===== config.mk =====
export PLATFORM = sky130hd
export DESIGN_NAME = rail_fault_seq
export DESIGN_NICKNAME = d
export VERILOG_FILES = /design/src/rtl/rail_seq_pkg.sv /design/src/rtl/rail_pol_map.sv /design/src/rtl/rail_holdoff.sv /design/src/rtl/ov_latch_ctrl.sv /design/src/rtl/rail_fault_seq.sv
export SDC_FILE = /design/constraint.sdc
export NUM_CORES = 1
export LEC_CHECK = 0
export BUFFER_PORTS_ARGS = -buffer_cell sky130_fd_sc_hd__buf_2
export CORE_UTILIZATION = 40
export DETAILED_ROUTE_END_ITERATION = 12
export PLACE_DENSITY = 0.71
export SLEW_MARGIN = 15
export SYNTH_ARGS = -nofsm -noshare
export SYNTH_HDL_FRONTEND = slang
export SYNTH_SLANG_ARGS = --single-unit

===== constraint.sdc =====
create_clock -name clk -period 3.4 [get_ports clk]
set_input_delay 0.34 -clock clk [delete_from_list [all_inputs] [get_ports clk]]
set_output_delay 0.34 -clock clk [all_outputs]
set_load 0.02 [all_outputs]

===== src/rtl/rail_seq_pkg.sv =====
// Package rail_seq_pkg
// Shared polarity encoding for the quad-rail fault sequencer.
// Assumes exactly two rails take their polarity from the select code.
package rail_seq_pkg;

    // Two-bit image of the three-state polarity select pin
    typedef enum logic [1:0] {
        POL_LOW  = 2'b00,
        POL_OPEN = 2'b01,
        POL_RSVD = 2'b10,
        POL_HIGH = 2'b11
    } pol_code_e;

    // Number of rails whose polarity the select code governs
    localparam int SEL_RAILS = 2;

    // Returns the negative-rail mask for the selectable rails: bit 0 = rail 3, bit 1 = rail 4
    function automatic logic [SEL_RAILS-1:0] neg_mask_of(input logic [1:0] code);
        logic [SEL_RAILS-1:0] mask;
        case (pol_code_e'(code))
            POL_HIGH: mask = 2'b00;
            POL_LOW:  mask = 2'b11;
            default:  mask = 2'b10;   // open, and the unused code treated as open
        endcase
        return mask;
    endfunction

endpackage


===== src/rtl/rail_pol_map.sv =====
// Module rail_pol_map
// Turns per-rail comparator flags into undervoltage and overvoltage fault
// vectors according to each rail's polarity, then ORs them across rails.
// Assumes the first FIXED_POS rails are always positive and the rest
// (exactly rail_seq_pkg::SEL_RAILS of them) take their polarity from pol_sel.
module rail_pol_map
    import rail_seq_pkg::*;
#(
    parameter int NUM_RAILS = 4,
    parameter int FIXED_POS = 2
) (
    input  logic [NUM_RAILS-1:0] hi_below,
    input  logic [NUM_RAILS-1:0] lo_above,
    input  logic [1:0]           pol_sel,
    output logic [NUM_RAILS-1:0] uv_rail,
    output logic [NUM_RAILS-1:0] ov_rail,
    output logic                 uv_any,
    output logic                 ov_any
);

    logic [SEL_RAILS-1:0] neg_mask;

    // Decode the select code into a negative-rail mask
    always_comb begin
        neg_mask = neg_mask_of(pol_sel);
    end

    for (genvar g = 0; g < NUM_RAILS; g++) begin : g_rail
        if (g < FIXED_POS) begin : g_fixed
            // Fixed positive rail: the upper tap gives UV, the lower tap gives OV
            always_comb begin
                uv_rail[g] = hi_below[g];
                ov_rail[g] = lo_above[g];
            end
        end else begin : g_sel
            logic is_neg;
            assign is_neg = neg_mask[g-FIXED_POS];
            // Selectable rail: the tap roles swap when the rail is negative
            always_comb begin
                uv_rail[g] = is_neg ? lo_above[g] : hi_below[g];
                ov_rail[g] = is_neg ? hi_below[g] : lo_above[g];
            end
        end
    end

    // Combine the per-rail faults into the two shared fault sources
    always_comb begin
        uv_any = |uv_rail;
        ov_any = |ov_rail;
    end

endmodule


===== src/rtl/rail_holdoff.sv =====
// Module rail_holdoff
// Restartable release timer. A fault sets it active and clears the count.
// Each clear cycle advances the count, and the timer releases on the
// HOLD_CYCLES-th clear edge, or on the first one when bypass is high.
// kill forces it idle. Assumes HOLD_CYCLES >= 1.
module rail_holdoff #(
    parameter int   HOLD_CYCLES  = 8,
    parameter logic RESET_ACTIVE = 1'b1
) (
    input  logic clk,
    input  logic rst_n,
    input  logic fault,
    input  logic kill,
    input  logic bypass,
    output logic active_nxt,
    output logic active_q
);

    localparam int             CW   = (HOLD_CYCLES < 2) ? 1 : $clog2(HOLD_CYCLES);
    localparam logic [CW-1:0]  LAST = CW'(HOLD_CYCLES - 1);

    logic [CW-1:0] cnt_q;
    logic [CW-1:0] cnt_nxt;

    // Next-state rule for the active flag and the clear-cycle count
    always_comb begin
        active_nxt = active_q;
        cnt_nxt    = cnt_q;
        if (kill) begin
            active_nxt = 1'b0;
            cnt_nxt    = '0;
        end else if (fault) begin
            active_nxt = 1'b1;
            cnt_nxt    = '0;
        end else if (active_q) begin
            if (bypass || (cnt_q == LAST)) begin
                active_nxt = 1'b0;
                cnt_nxt    = '0;
            end else begin
                cnt_nxt = cnt_q + 1'b1;
            end
        end
    end

    // State registers with synchronous reset
    always_ff @(posedge clk) begin
        if (!rst_n) begin
            active_q <= RESET_ACTIVE;
            cnt_q    <= '0;
        end else begin
            active_q <= active_nxt;
            cnt_q    <= cnt_nxt;
        end
    end

endmodule


===== src/rtl/ov_latch_ctrl.sv =====
// Module ov_latch_ctrl
// Builds the next overvoltage assert decision from the hold timer.
// In the latch build, a low mode_ctl latches an asserted output until
// mode_ctl goes high. In the disable build, a high mode_ctl forces the
// output off. Lockout always clears it. Assumes the timer is already killed
// during lockout.
module ov_latch_ctrl #(
    parameter bit LATCH_VARIANT = 1'b1
) (
    input  logic clk,
    input  logic rst_n,
    input  logic mode_ctl,
    input  logic lockout,
    input  logic ov_fault,
    input  logic ov_active_q,
    input  logic ov_active_nxt,
    output logic ov_assert_nxt
);

    if (LATCH_VARIANT) begin : g_latch
        logic latched_q;
        logic latched_nxt;

        // Latch sets while the control is low and the output is, or becomes, asserted
        always_comb begin
            latched_nxt   = !lockout && !mode_ctl && (ov_fault || ov_active_q || latched_q);
            ov_assert_nxt = !lockout && (latched_nxt || ov_active_nxt);
        end

        // Latch storage
        always_ff @(posedge clk) begin
            if (!rst_n) latched_q <= 1'b0;
            else        latched_q <= latched_nxt;
        end
    end else begin : g_disable
        logic unused_sig;
        assign unused_sig = ^{clk, rst_n, ov_fault, ov_active_q};

        // Disable overrides the timer, and lockout clears the output
        always_comb begin
            ov_assert_nxt = !lockout && !mode_ctl && ov_active_nxt;
        end
    end

endmodule


===== src/rtl/rail_fault_seq.sv =====
// Module rail_fault_seq
// Top of the quad-rail fault sequencer. It maps comparator flags to UV/OV
// faults, runs one hold timer per output, applies the latch or disable
// variant and the lockout overrides, and registers the active-low outputs.
// Assumes all inputs are synchronous to clk.
module rail_fault_seq #(
    parameter int NUM_RAILS     = 4,
    parameter int HOLD_CYCLES   = 8,
    parameter bit LATCH_VARIANT = 1'b1
) (
    input  logic                 clk,
    input  logic                 rst_n,
    input  logic [NUM_RAILS-1:0] hi_below,
    input  logic [NUM_RAILS-1:0] lo_above,
    input  logic [1:0]           pol_sel,
    input  logic                 lockout,
    input  logic                 bypass_hold,
    input  logic                 mode_ctl,
    output logic                 uv_n,
    output logic                 ov_n
);

    localparam int  FIXED_POS = NUM_RAILS - rail_seq_pkg::SEL_RAILS;
    localparam bit  HAS_DIS   = !LATCH_VARIANT;

    logic [NUM_RAILS-1:0] uv_rail;
    logic [NUM_RAILS-1:0] ov_rail;
    logic                 uv_any;
    logic                 ov_any;
    logic                 uv_act_nxt, uv_act_q;
    logic                 ov_act_nxt, ov_act_q;
    logic                 ov_assert_nxt;
    logic                 uv_assert_nxt;
    logic                 dis_on;
    logic                 uv_q, ov_q;
    logic                 unused_rails;

    assign unused_rails = ^{uv_rail, ov_rail};

    rail_pol_map #(
        .NUM_RAILS (NUM_RAILS),
        .FIXED_POS (FIXED_POS)
    ) u_map (
        .hi_below (hi_below),
        .lo_above (lo_above),
        .pol_sel  (pol_sel),
        .uv_rail  (uv_rail),
        .ov_rail  (ov_rail),
        .uv_any   (uv_any),
        .ov_any   (ov_any)
    );

    // UV timer: lockout counts as a fault, so lockout exit releases through the hold
    rail_holdoff #(
        .HOLD_CYCLES  (HOLD_CYCLES),
        .RESET_ACTIVE (1'b1)
    ) u_uv_hold (
        .clk        (clk),
        .rst_n      (rst_n),
        .fault      (uv_any || lockout),
        .kill       (1'b0),
        .bypass     (bypass_hold),
        .active_nxt (uv_act_nxt),
        .active_q   (uv_act_q)
    );

    // OV timer: lockout blocks and clears it
    rail_holdoff #(
        .HOLD_CYCLES  (HOLD_CYCLES),
        .RESET_ACTIVE (1'b0)
    ) u_ov_hold (
        .clk        (clk),
        .rst_n      (rst_n),
        .fault      (ov_any && !lockout),
        .kill       (lockout),
        .bypass     (bypass_hold),
        .active_nxt (ov_act_nxt),
        .active_q   (ov_act_q)
    );

    ov_latch_ctrl #(
        .LATCH_VARIANT (LATCH_VARIANT)
    ) u_ov_ctl (
        .clk           (clk),
        .rst_n         (rst_n),
        .mode_ctl      (mode_ctl),
        .lockout       (lockout),
        .ov_fault      (ov_any),
        .ov_active_q   (ov_act_q),
        .ov_active_nxt (ov_act_nxt),
        .ov_assert_nxt (ov_assert_nxt)
    );

    // UV decision: under disable only lockout asserts, with no hold on exit
    always_comb begin
        dis_on        = HAS_DIS && mode_ctl;
        uv_assert_nxt = dis_on ? lockout : uv_act_nxt;
    end

    // Output registers; reset matches the lockout state
    always_ff @(posedge clk) begin
        if (!rst_n) begin
            uv_q <= 1'b1;
            ov_q <= 1'b0;
        end else begin
            uv_q <= uv_assert_nxt;
            ov_q <= ov_assert_nxt;
        end
    end

    // Active-low pin images
    always_comb begin
        uv_n = !uv_q;
        ov_n = !ov_q;
    end

endmodule


==> results.toml <==
[power]
switchingPower_uw = 53.8
power_uw = 228
internal-power_uw = 175
p_comb_share_pct = 13.5
pwr-share-seq_pct = 53.1
leakage_uw = 0.000299
switching_share_pct = 23.6
p_per_area_nw_per_um2 = 356
clkPwrFrac_pct = 33.4
ir_drop_v = 0.000185

[detailed_routing]
drc_errors = 0
first_pass_iters = 4
drt_iter0_markers = 4
avgRoutedWirePerCell_um = 9.66
dr_total_vias = 484
ant_nets = 0
wirelength_um = 889
vias_per_cell = 5.26

[synth]
ys_async_sr_fraction_pct = 0
ys_warn_count = 0
seq_area_frac_synth_pct = 38.2
yosysUniqueCellTypes = 22
synth-seq-cells = 10
synth_largest_area_cell = "dfxtp_1"
synth_area_leaders = "dfxtp_1 38%, ha_1 9.5%, mux2i_1 5.7%, nor3_1 4.8%, a21oi_1 3.8%"
syn_area_um2 = 524
syn_area_per_cell_um2 = 8.74
synth_top_cell_area_share_pct = 38.2
synth-main-ff-cell = "dfxtp_1"
synth_edf_count = 0
syn_inst = 60
syn_nets = 79

[critical_path]
r2r_setup_slack_ps = 2070
path_max_fanout = 3
worstSetupPathType = "reg2reg"
reg2reg_depth = 5
critPathRequiredTime_ps = 3580
cp-start-kind = "flop"
r2r_start = "u_ov_hold.cnt_q[0]"
rr_endpoint = "ov_q"
endpoint_kind = "flop"
cp_data_arrival_time_ps = 1510

[final_layout]
post-route-cell-area_um2 = 641
drive_gt1_share_pct = 26.9
nets = 99
antenna_cells = 0
areaGrowthSynthToFinish_pct = 22.2

[placement]
gp_congestion = 0.689
dp.final_hpwl_um = 719
dpl_cell_area_um2 = 618
io_buffers = 16

[timing]
finalHoldViolations = 0
whs_ps = 258
setup_viol = 0
min_period_ps = 1330
fmax_ghz = 0.752
fin_setup_tns_ps = 0
rsz0062_at_grt = "no"
skew_ps = 2.03
fin_crit_sh_pct = 39.1
tightestPinTransition_ps = 324
slew_violations = 0
slew_headroom_pct = 78.4

[min_path]
hold_start = "mode_ctl"
min_path_type = "in2reg"
hold_end = "u_ov_ctl.g_latch.latched_q"
whs_path_depth = 2

[global_routing]
grt_pass1_wl_um = 1390
grt_use_total_pct = 14.7
grt_pass1_vias = 372
grt_max_degree = 9
overflow = 0
antenna_found_initial = 0

[run_status]
status = "completed"

[clocking]
insertion_delay_ps = 250
cts_tree = "built"
cts-root-buf = "clkbuf_4"
cts_buffers = 3
clock-sinks = 10
cts_resized = 0
clk_path_buf_depth = 2
cts_setup_buffers = 0
h-tree-depth = 1
cts.hold.buffers_added = 0
path_clk_slew_ps = 60

[floorplanning]
fp-row-count = 12
die_height_um = 38.2
start_util_pct = 45.3
die_area_um2 = 1460
die_x_um = 38.2
num_io_pins = 17
core-area_um2 = 1160

[flow_run]
drv_cap = 0
==> flip-flops by register name (all words and copies together) (netlist names) <==
| register | count |
|---|---|
| u_ov_hold.cnt_q | 3 |
| u_ov_ctl.g_latch.latched_q | 1 |
| ov_q | 1 |
| u_ov_hold.active_q | 1 |
| u_uv_hold.cnt_q | 3 |
| u_uv_hold.active_q | 1 |
==> layout by cell type (no fill, tap or decap), drive strengths merged <==
cell / Yosys / routed
nor2b: 2 / 2
a21oi: 4 / 4
nor3: 6 / 6
clkbuf: 0 / 3
a41oi: 1 / 1
o221ai: 1 / 1
nand3: 4 / 4
inv: 4 / 4
ha: 4 / 4
nor2: 5 / 5
o21a: 1 / 1
o221a: 1 / 1
mux2i: 3 / 3
nand2: 4 / 4
nor4: 1 / 1
buf: 1 / 16
nand2b: 2 / 2
a31oi: 3 / 3
o21bai: 1 / 1
a311oi: 1 / 1
dfxtp: 10 / 10
a21o: 1 / 1
==> synth_stat cells, drive strengths merged (2+ instances only) <==
library cell,count
nor2b,2
nand2,4
dfxtp,10
mux2i,3
nor3,6
nand2b,2
nand3,4
nor2,5
ha,4
a21oi,4
inv,4
a31oi,3
==> through the flow <==
step	util, %	setup slack (ps)	std cells
2_1_floorplan	-	2210	60
6_report	55.4	2070	92
3_5_place_dp	53.5	2080	89
4_1_cts	55.4	2050	92
3_3_place_gp	53.5	2090	89
5_1_grt	55.4	1980	92
==> how the worst max path moves through the flow <==
stage                end               start  depth (start not counted)
CTS                 ov_q  u_ov_hold.cnt_q[0]                          5
floorplan           ov_q  u_ov_hold.cnt_q[0]                          5
detailed placement  ov_q  u_ov_hold.cnt_q[0]                          5
finish              ov_q  u_ov_hold.cnt_q[0]                          5
global route        ov_q  u_ov_hold.cnt_q[0]                          5
global placement    ov_q  u_ov_hold.cnt_q[0]                          5
==> kinds of logic after synthesis <==
kind of cell    count (synthesis)  synth area share, %
mux                             3                 5.73
buf+inv                         5                 3.58
flops                          10                 38.2
simple gates                   24                 24.1
compound gates                 14                 18.9
fa+ha+maj                       4                 9.55
==> cell type report <==
type                       count  area [µm²]
inverter                       4        15.0
timing repair buffer          16        80.1
tap                           14        17.5
multi-input combinational     45         305
sequential                    10         200
fill                         111         515
clock buffer                   3        22.5
==> power by group through the flow <==
stage / Sequential [µW] / Clock [µW] / Combinational, µW
after floorplan: 122 / 0 / 18.0
after global placement: 124 / 0 / 30.5
after detailed placement: 124 / 0 / 30.6
after CTS: 121 / 79.1 / 30.8
after global routing: 122 / 85.9 / 33.5
final: 121 / 76.3 / 30.7
==> routing by layer <==
layer,vias up,wire length [µm],global-route usage (%)
met4,0,19,13.4
met5,-,0,0
met2,17,363,21.2
li1,256,-,-
met3,2,38,3.49
met1,209,467,17.9
==> worst max-delay path, cell delays in order, from the launching register on <==
cell and delay (ps):
dfxtp_1 320, ha_1 200, ha_1 210, nor2_1 200, nand2_1 110, a41oi_1 210
(Power assumes the default switching activity.)
